$ cat config.mk
export PLATFORM = sky130hd
export DESIGN_NAME = spi_master_chan
export DESIGN_NICKNAME = d
export VERILOG_FILES = /design/src/rtl/spi_chan_pkg.sv /design/src/rtl/spi_seq_ctrl.sv /design/src/rtl/spi_shift_unit.sv /design/src/rtl/spi_pad_route.sv /design/src/rtl/spi_master_chan.sv
export SDC_FILE = /design/constraint.sdc
export NUM_CORES = 1
export LEC_CHECK = 0
export BUFFER_PORTS_ARGS = -buffer_cell sky130_fd_sc_hd__buf_2
export CAP_MARGIN = 40
export CORE_MARGIN = 5
export CORE_UTILIZATION = 40
export DETAILED_ROUTE_END_ITERATION = 6
export SYNTH_ARGS = -nofsm -noshare
export SYNTH_HDL_FRONTEND = slang
export SYNTH_SLANG_ARGS = --single-unit
$ cat constraint.sdc
create_clock -name clk -period 5.3 [get_ports clk]
set_input_delay 1.06 -clock clk [delete_from_list [all_inputs] [get_ports clk]]
set_output_delay 1.06 -clock clk [all_outputs]
set_load 0.02 [all_outputs]
$ cat src/rtl/spi_chan_pkg.sv
package spi_chan_pkg;

  typedef enum logic [1:0] {
    ST_IDLE  = 2'd0,
    ST_LEAD  = 2'd1,
    ST_SHIFT = 2'd2,
    ST_TRAIL = 2'd3
  } seq_state_e;

  function automatic int wider_of(input int a, input int b);
    return (a > b) ? a : b;
  endfunction

endpackage

$ cat src/rtl/spi_seq_ctrl.sv
module spi_seq_ctrl
  import spi_chan_pkg::*;
#(
  parameter int HALF_W = 8,
  parameter int TCS_W  = 4,
  parameter int LEN_W  = 6
) (
  input  logic              clk,
  input  logic              rst_n,
  input  logic              start,
  input  logic              cfg_cpol,
  input  logic              cfg_cpha,
  input  logic [HALF_W-1:0] cfg_half,
  input  logic [TCS_W-1:0]  cfg_tcs,
  input  logic [LEN_W-1:0]  nbits,
  output logic              idle,
  output logic              cs_n,
  output logic              sclk_q,
  output logic              drive_evt,
  output logic              sample_evt,
  output logic              commit,
  output logic              done
);

  localparam int CNT_W  = wider_of(HALF_W, TCS_W) + 1;
  localparam int EDGE_W = LEN_W + 1;

  seq_state_e          st;
  logic [CNT_W-1:0]    cnt;
  logic [EDGE_W-1:0]   edges;
  logic [EDGE_W-1:0]   nxt_edge;
  logic [EDGE_W-1:0]   last_edge;
  logic                cpha_q;
  logic [HALF_W-1:0]   half_q;
  logic [TCS_W-1:0]    tcs_q;
  logic [LEN_W-1:0]    nbits_q;
  logic                tick;
  logic                odd_edge;

  assign idle      = (st == ST_IDLE);
  assign tick      = ((st == ST_LEAD) || (st == ST_SHIFT)) && (cnt == '0);
  assign nxt_edge  = edges + EDGE_W'(1);
  assign last_edge = {nbits_q, 1'b0};
  assign odd_edge  = nxt_edge[0];
  assign commit    = (st == ST_TRAIL) && (cnt == '0);

  // Launch and capture edges per phase setting.
  always_comb begin
    drive_evt  = 1'b0;
    sample_evt = 1'b0;
    if (tick) begin
      if (cpha_q) begin
        drive_evt  = odd_edge;
        sample_evt = !odd_edge;
      end else begin
        drive_evt  = !odd_edge && (nxt_edge != last_edge);
        sample_evt = odd_edge;
      end
    end
  end

  always_ff @(posedge clk or negedge rst_n) begin
    if (!rst_n) begin
      st      <= ST_IDLE;
      cnt     <= '0;
      edges   <= '0;
      cs_n    <= 1'b1;
      sclk_q  <= 1'b0;
      cpha_q  <= 1'b0;
      half_q  <= '0;
      tcs_q   <= '0;
      nbits_q <= '0;
      done    <= 1'b0;
    end else begin
      done <= commit;
      unique case (st)
        ST_IDLE: begin
          if (start) begin
            cpha_q  <= cfg_cpha;
            half_q  <= cfg_half;
            tcs_q   <= cfg_tcs;
            nbits_q <= nbits;
            sclk_q  <= cfg_cpol;
            cs_n    <= 1'b0;
            edges   <= '0;
            // lead guard: tcs+1 cycles, plus one half period for phase 0
            cnt     <= CNT_W'(cfg_tcs) + (cfg_cpha ? '0 : CNT_W'(cfg_half));
            st      <= ST_LEAD;
          end
        end
        ST_LEAD, ST_SHIFT: begin
          if (cnt == '0) begin
            sclk_q <= ~sclk_q;
            edges  <= nxt_edge;
            if (nxt_edge == last_edge) begin
              cnt <= CNT_W'(tcs_q);
              st  <= ST_TRAIL;
            end else begin
              cnt <= CNT_W'(half_q - HALF_W'(1));
              st  <= ST_SHIFT;
            end
          end else begin
            cnt <= cnt - CNT_W'(1);
          end
        end
        ST_TRAIL: begin
          if (cnt == '0) begin
            cs_n <= 1'b1;
            st   <= ST_IDLE;
          end else begin
            cnt <= cnt - CNT_W'(1);
          end
        end
        default: st <= ST_IDLE;
      endcase
    end
  end

endmodule

$ cat src/rtl/spi_shift_unit.sv
module spi_shift_unit #(
  parameter int DATA_W = 32,
  parameter int LEN_W  = 6
) (
  input  logic              clk,
  input  logic              rst_n,
  input  logic              start,
  input  logic              cfg_cpha,
  input  logic [DATA_W-1:0] tx_data,
  input  logic [LEN_W-1:0]  nbits,
  input  logic              drive_evt,
  input  logic              sample_evt,
  input  logic              sin,
  input  logic              commit,
  output logic              dout,
  output logic [DATA_W-1:0] rx_data
);

  logic [DATA_W-1:0] tx_sh;
  logic [DATA_W-1:0] rx_sh;
  logic [DATA_W-1:0] aligned;
  logic [LEN_W-1:0]  shamt;

  // Move bit N-1 of the word to the top so it leaves first.
  assign shamt   = LEN_W'(DATA_W) - nbits;
  assign aligned = tx_data << shamt;

  always_ff @(posedge clk or negedge rst_n) begin
    if (!rst_n) begin
      tx_sh   <= '0;
      rx_sh   <= '0;
      dout    <= 1'b0;
      rx_data <= '0;
    end else begin
      if (start) begin
        rx_sh <= '0;
        if (cfg_cpha) begin
          tx_sh <= aligned;
          dout  <= 1'b0;
        end else begin
          tx_sh <= aligned << 1;
          dout  <= aligned[DATA_W-1];
        end
      end else begin
        if (drive_evt) begin
          dout  <= tx_sh[DATA_W-1];
          tx_sh <= tx_sh << 1;
        end
        if (sample_evt) begin
          rx_sh <= {rx_sh[DATA_W-2:0], sin};
        end
      end
      if (commit) begin
        rx_data <= rx_sh;
      end
    end
  end

endmodule

$ cat src/rtl/spi_pad_route.sv
module spi_pad_route #(
  parameter int NPAD = 2
) (
  input  logic            clk,
  input  logic            rst_n,
  input  logic            start,
  input  logic            cfg_d0_out,
  input  logic            dout,
  input  logic [NPAD-1:0] pad_i,
  output logic [NPAD-1:0] pad_o,
  output logic [NPAD-1:0] pad_oe,
  output logic            sin
);

  logic dir_q;

  always_ff @(posedge clk or negedge rst_n) begin
    if (!rst_n) begin
      dir_q <= 1'b1;
    end else if (start) begin
      dir_q <= cfg_d0_out;
    end
  end

  for (genvar p = 0; p < NPAD; p++) begin : g_pad
    logic is_out;
    assign is_out    = (p == 0) ? dir_q : !dir_q;
    assign pad_oe[p] = is_out;
    assign pad_o[p]  = is_out & dout;
  end

  assign sin = dir_q ? pad_i[1] : pad_i[0];

endmodule

$ cat src/rtl/spi_master_chan.sv
module spi_master_chan #(
  parameter int DATA_W = 32,
  parameter int HALF_W = 8,
  parameter int TCS_W  = 4,
  parameter int LEN_W  = $clog2(DATA_W + 1)
) (
  input  logic              clk,
  input  logic              rst_n,
  input  logic              cfg_cpol,
  input  logic              cfg_cpha,
  input  logic [HALF_W-1:0] cfg_half,
  input  logic [TCS_W-1:0]  cfg_tcs,
  input  logic [LEN_W-1:0]  cfg_wlen,
  input  logic              cfg_d0_out,
  input  logic              tx_valid,
  output logic              tx_ready,
  input  logic [DATA_W-1:0] tx_data,
  output logic              busy,
  output logic              done,
  output logic [DATA_W-1:0] rx_data,
  output logic              cs_n,
  output logic              sclk,
  output logic [1:0]        pad_o,
  output logic [1:0]        pad_oe,
  input  logic [1:0]        pad_i
);

  logic idle;
  logic start;
  logic sclk_q;
  logic drive_evt;
  logic sample_evt;
  logic commit;
  logic dout;
  logic sin;

  assign tx_ready = idle;
  assign busy     = !idle;
  assign start    = tx_valid && idle;
  assign sclk     = idle ? cfg_cpol : sclk_q;

  spi_seq_ctrl #(
    .HALF_W(HALF_W),
    .TCS_W (TCS_W),
    .LEN_W (LEN_W)
  ) u_seq (
    .clk       (clk),
    .rst_n     (rst_n),
    .start     (start),
    .cfg_cpol  (cfg_cpol),
    .cfg_cpha  (cfg_cpha),
    .cfg_half  (cfg_half),
    .cfg_tcs   (cfg_tcs),
    .nbits     (cfg_wlen),
    .idle      (idle),
    .cs_n      (cs_n),
    .sclk_q    (sclk_q),
    .drive_evt (drive_evt),
    .sample_evt(sample_evt),
    .commit    (commit),
    .done      (done)
  );

  spi_shift_unit #(
    .DATA_W(DATA_W),
    .LEN_W (LEN_W)
  ) u_shift (
    .clk       (clk),
    .rst_n     (rst_n),
    .start     (start),
    .cfg_cpha  (cfg_cpha),
    .tx_data   (tx_data),
    .nbits     (cfg_wlen),
    .drive_evt (drive_evt),
    .sample_evt(sample_evt),
    .sin       (sin),
    .commit    (commit),
    .dout      (dout),
    .rx_data   (rx_data)
  );

  spi_pad_route #(
    .NPAD(2)
  ) u_pad (
    .clk       (clk),
    .rst_n     (rst_n),
    .start     (start),
    .cfg_d0_out(cfg_d0_out),
    .dout      (dout),
    .pad_i     (pad_i),
    .pad_o     (pad_o),
    .pad_oe    (pad_oe),
    .sin       (sin)
  );

endmodule

# Word level (Yosys, flattened, before mapping)
# Index checks and enable logic that the tools add are counted.
# totals
reg_bits	138
latch_bits	0
ramBits	0
rom_bits	0
in_bits	58
word_cells	87
memories	0
# classes
add_sub_neg	5
n_mul	0
n_div	0
n_lt_le_gt_ge	0
eq_ne	9
shift	1
mux	34
n_bitwise	3
reduce_logical	20
# ops
operator	n
2-to-1 mux 32 bit	5
2-to-1 mux 9 bit	4
<< shifter 32 x 6 -> 32 bit	1
one-hot mux 9 bit (3 select lines)	1
2-to-1 mux 1 bit	14
2-to-1 mux 7 bit	2
one-hot mux 7 bit (2 select lines)	1
adder 4 x 9 -> 9 bit	1
logical NOT 9 bit	1
AND reduction 3 bit	3
subtractor 8 x 1 -> 9 bit, second input constant	1
subtractor 9 x 1 -> 9 bit, second input constant	1
2-to-1 mux 8 bit	1
nonzero test 2 bit	4
adder 7 x 1 -> 7 bit, second input constant	1
equality test 7 bit	1
!= test 7 bit	1
2-to-1 mux 2 bit	3
one-hot mux 2 bit (3 select lines)	1
subtractor 6 bit, first input constant	1
equality test 2 bit, second input constant	2
logical AND 1 bit	4
!= test 2 x 1 -> 1 bit, second input constant	2
!= test 2 bit, second input constant	2
9 further kinds	14

# Depth between registers and ports, before layout
# logic_depth
word_depth	7
ltp_mapped	13

# Cells and area by module
# From an unflattened synthesis, not the netlist that was laid out.
# hier_totals
hier_cells	832
area_unflattened_um2	8834.7
# by_module_without_submodules
module	n_inst	cells_per_inst	area_per_inst_um2	seq_area_each_um2
spi_shift_unit	1	541	6089.6	2427.3
spi_seq_ctrl	1	280	2631.3	1002.2
spi_pad_route	1	8	87.6	26.3
spi_master_chan	1	3	26.3	0.0

# Least setup slack after synthesis
# No wires, ideal clock.
# synth_path
kind	in2reg
startpoint	input port cfg_wlen[0]
endpoint	register u_shift.dout
setup_ns	0.121
arrival_time_ns	3.494
required_time_ns	5.179
setup_slack_ns	1.685
cell_stages	11
n_path_buf	4
cell_sequence	inv_1 -> buf_1 -> ha_1 -> buf_2 -> buf_2 -> buf_2 -> mux4_2 -> mux4_2 -> nand2_1 -> o21ai_0 -> a22o_1
# synth_between
elab_chain_cells	4
# synth_rtl
item	line	text
from (decl)	spi_master_chan.sv:13	input logic [LEN_W-1:0] cfg_wlen,
subtractor 6 bit	spi_shift_unit.sv:25	assign shamt = LEN_W'(DATA_W) - nbits;
<< shifter 32 x 6 -> 32 bit	spi_shift_unit.sv:26	assign aligned = tx_data << shamt;
2-to-1 mux 1 bit	spi_shift_unit.sv:37	if (cfg_cpha) begin
2-to-1 mux 1 bit	spi_shift_unit.sv:35	if (start) begin
to (signal assigned)	spi_shift_unit.sv:42	dout <= aligned[DATA_W-1];
to (signal assigned)	spi_shift_unit.sv:46	dout <= tx_sh[DATA_W-1];
to (decl)	spi_shift_unit.sv:15	output logic dout,
# No other way between the ends.
# A chain may end at the register's enable or synchronous reset.

# Worst setup path after layout
# layout_path
startpoint	input port cfg_wlen[1]
endpoint	register u_shift.tx_sh[25]
# layout_between
elab_chain_cells	4
# layout_rtl
item	line	text
subtractor 6 bit	spi_shift_unit.sv:25	
<< shifter 32 x 6 -> 32 bit	spi_shift_unit.sv:26	
2-to-1 mux 32 bit	spi_shift_unit.sv:37	
2-to-1 mux 32 bit	spi_shift_unit.sv:35	
to (signal assigned)	spi_shift_unit.sv:38	tx_sh <= aligned;
to (signal assigned)	spi_shift_unit.sv:41	tx_sh <= aligned << 1;
to (signal assigned)	spi_shift_unit.sv:47	tx_sh <= tx_sh << 1;
to (decl)	spi_shift_unit.sv:19	logic [DATA_W-1:0] tx_sh;
# No other way between the ends.

==> results.md <==
- Area of the mapped netlist: 9360 um2
- Post_cts resized: 0
- Die area: 26500 um2
- Clock transition at the registers of the reported paths: 60 ps
- Commonest non-fill, non-tap cell in the layout: nand2_1
- Post-synth top flop: dfrtp_1
- Setup TNS: 0 ps
- Fin. Hold Viols: 0
- Fmax: 275 MHz
- Synth async-reset ratio: 1.00
- Critical Path Source: cfg_wlen[1]
- Die Ht: 163 um
- Multi-input logic area: 5470 um2
- R2R Path End: u_shift.tx_sh[17]$_DFFE_PN0P_
- Core box area: 23300 um2
- Power per cell area: 489 nW/um2
- CP Capture Type: flop
- Vias in the first global route: 7784
- CTS sink count: 138
- Worst slew margin: 0.370
- R2r startpoint: u_seq.edges[0]$_DFFE_PN0P_
- Final setup vio count: 0
- EDFF count, synth: 0
- Num rows: 56
- Most frequent cells in the layout: 171 x nand2_1, 136 x dfrtp_1, 97 x buf_2
- Syn avg cell area: 9.37 um2
- Register area share after synthesis: 0.369
- Largest net degree at the start of global routing: 59
- WL per Instance: 17.6 um
- Post-CTS Setup Bufs: 0
- Seq. cell area: 3460 um2
- Ports: 99
- Crit path required time: 5580 ps
- Worst-margin pin slew: 944 ps
- Clock Skew: 12.3 ps
- Worst EP arrival: 3910 ps
- Hold-fix buffers at CTS: 0
- Leakage power: 4.80 nW
- Port bufs: 98
- Drt drc: 0
- Fin crit share: 0.686
- First-pass GRT wire length: 41.4 mm
- Final net count: 1132
- Hold Path Sink: u_seq.cs_n$_DFFE_PN1P_
- Critical Path Source Type: input port
- DR pass1 iterations: 4
- VDD IR max: 0.240 mV
- Final min period: 3630 ps
- Gpl congestion: 0.877
- Synth Register Bits: 138
- Layout cells sized above 1: 0.241
- Final non-filler cell total: 1395
- Status: completed
- Vias/cell: 5.67
- Antenna violations before repair: 0
- Max-slew violation count: 0
- Placed wire-length estimate: 17.5 mm
- Diodes inserted: 0
- Post-synthesis cell type count: 88
- Synth warn: 0
- Type of the worst setup path: input port to flop
- Remaining Overflow, GRT: 0
- Drt total wl: 24.6 mm
- # fillers: 2280
- Root buffer cell: clkbuf_16
- Worst r2r path cells: 9
- Type of the most critical hold path: flop to flop
- Detailed-route via count: 7905
- Pwr Total: 5.23 mW
- GRT Overall Usage: 0.189
- Critical path fanouts, max: 36
- Detail Route Antenna Nets: 0
- Mapped Nets: 1068
- HP Start: u_seq.cs_n$_DFFE_PN1P_
- Max H-tree Level: 4
- Die W: 163 um
- Post-Synthesis Cells: 999
- Drt initial violations: 583
- Layout Utilization: 0.460
- Clk_lat worst skew: 420 ps
- Initial core utilization: 0.402
- Maxcap violations: 0
- Min-Delay Path Depth: 2
- Max Root-Sink Buffers: 2
- CTS Buf Count: 17
- Number of instances in the placed design: 1363
- Area delta synth->final: 14.3%
- CTS tree: done
- RSZ-0062 raised after global routing: false
- R2R Setup Slk: 1860 ps
[Yosys cell counts (9+ instances only)]
cell type,number,area (um2)
dfrtp_1,136,3400
clkbuf_1,41,154
o221ai_1,20,175
ha_1,10,125
a21oi_1,68,340
xnor2_1,13,114
o21ai_0,42,210
a31oi_1,11,68.8
nor2b_1,10,62.6
o22ai_1,36,225
xor2_1,9,78.8
o22a_1,16,140
buf_2,17,85.1
nor3_1,15,75.1
a21o_1,12,90.1
mux2_2,49,552
mux4_2,25,563
nor2_1,57,214
a211oi_1,10,75.1
mux2i_1,47,470
nand2_1,171,642
nand3_1,14,70.1
inv_1,23,86.3
[worst max-delay path, stage by stage]
cell	delay [ps]
buf_2	130
inv_1	60
ha_2	870
mux2_2	450
mux4_2	500
o21ai_0	370
o32ai_1	210
o22ai_1	180
a31oi_1	60
[metal layers]
metal,global-route usage,routed length [um],up-vias
met5,0,0,-
met4,0.0427,333,0
met3,0.0377,1180,23
met2,0.306,11800,190
met1,0.264,11200,3872
li1,-,-,3820
[stage by stage]
step / hold WS, ps / setup WS, ps / area [um2]
final: 463 / 1670 / 10700
after global routing: 481 / 1490 / 10700
after CTS: 466 / 1700 / 10700
after detailed placement: 457 / 1250 / 10100
after global placement: 451 / 1280 / 10000
after floorplan: 438 / 1680 / 9360
[worst max-delay path by stage]
stage | end | slack (ps) | cells past startpoint
after CTS | u_shift.tx_sh[25]$_DFFE_PN0P_ | 1700 | 9
after global placement | u_shift.tx_sh[30]$_DFFE_PN0P_ | 1280 | 10
final | u_shift.tx_sh[25]$_DFFE_PN0P_ | 1670 | 9
after global routing | u_shift.tx_sh[30]$_DFFE_PN0P_ | 1490 | 10
after detailed placement | u_shift.tx_sh[30]$_DFFE_PN0P_ | 1250 | 10
after floorplan | u_shift.dout$_DFFE_PN0P_ | 1680 | 11
[registers in the layout, summed over array words and instances, names as in the netlist]
signal and flops:
u_shift.rx_sh 32, u_seq.sclk_q 1, u_seq.cpha_q 1, u_seq.st 2
u_seq.tcs_q 4, u_shift.dout 1, u_seq.cs_n 1, u_shift.rx_data 32
u_seq.done 1, u_seq.cnt 9, u_seq.edges 7, u_seq.half_q 8
u_shift.tx_sh 32, u_seq.nbits_q 6, u_pad.dir_q 1
[power by group]
part | switching, mW | total [mW] | internal (mW)
logic | 1.26 | 2.23 | 0.968
registers | 0.362 | 1.83 | 1.47
clock network | 0.503 | 1.17 | 0.665
[cells by family after synthesis]
kind of cell,share of synthesized area
compound gates,0.206
xor+xnor,0.0275
fa+ha+maj,0.0155
buf+inv,0.0476
flops,0.369
mux,0.175
simple gates,0.159
[layout make-up]
| class | count | area share |
|---|---|---|
| Multi-Input combinational cell | 763 | 0.512 |
| Sequential cell | 138 | 0.323 |
| Tap cell | 319 | 0.0373 |
| Inverter | 24 | 0.00842 |
| Clock buffer | 17 | 0.0398 |
| Timing Repair Buffer | 119 | 0.0653 |
| Clock inverter | 15 | 0.0144 |
No activity file was read; power rests on OpenSTA's default activity.
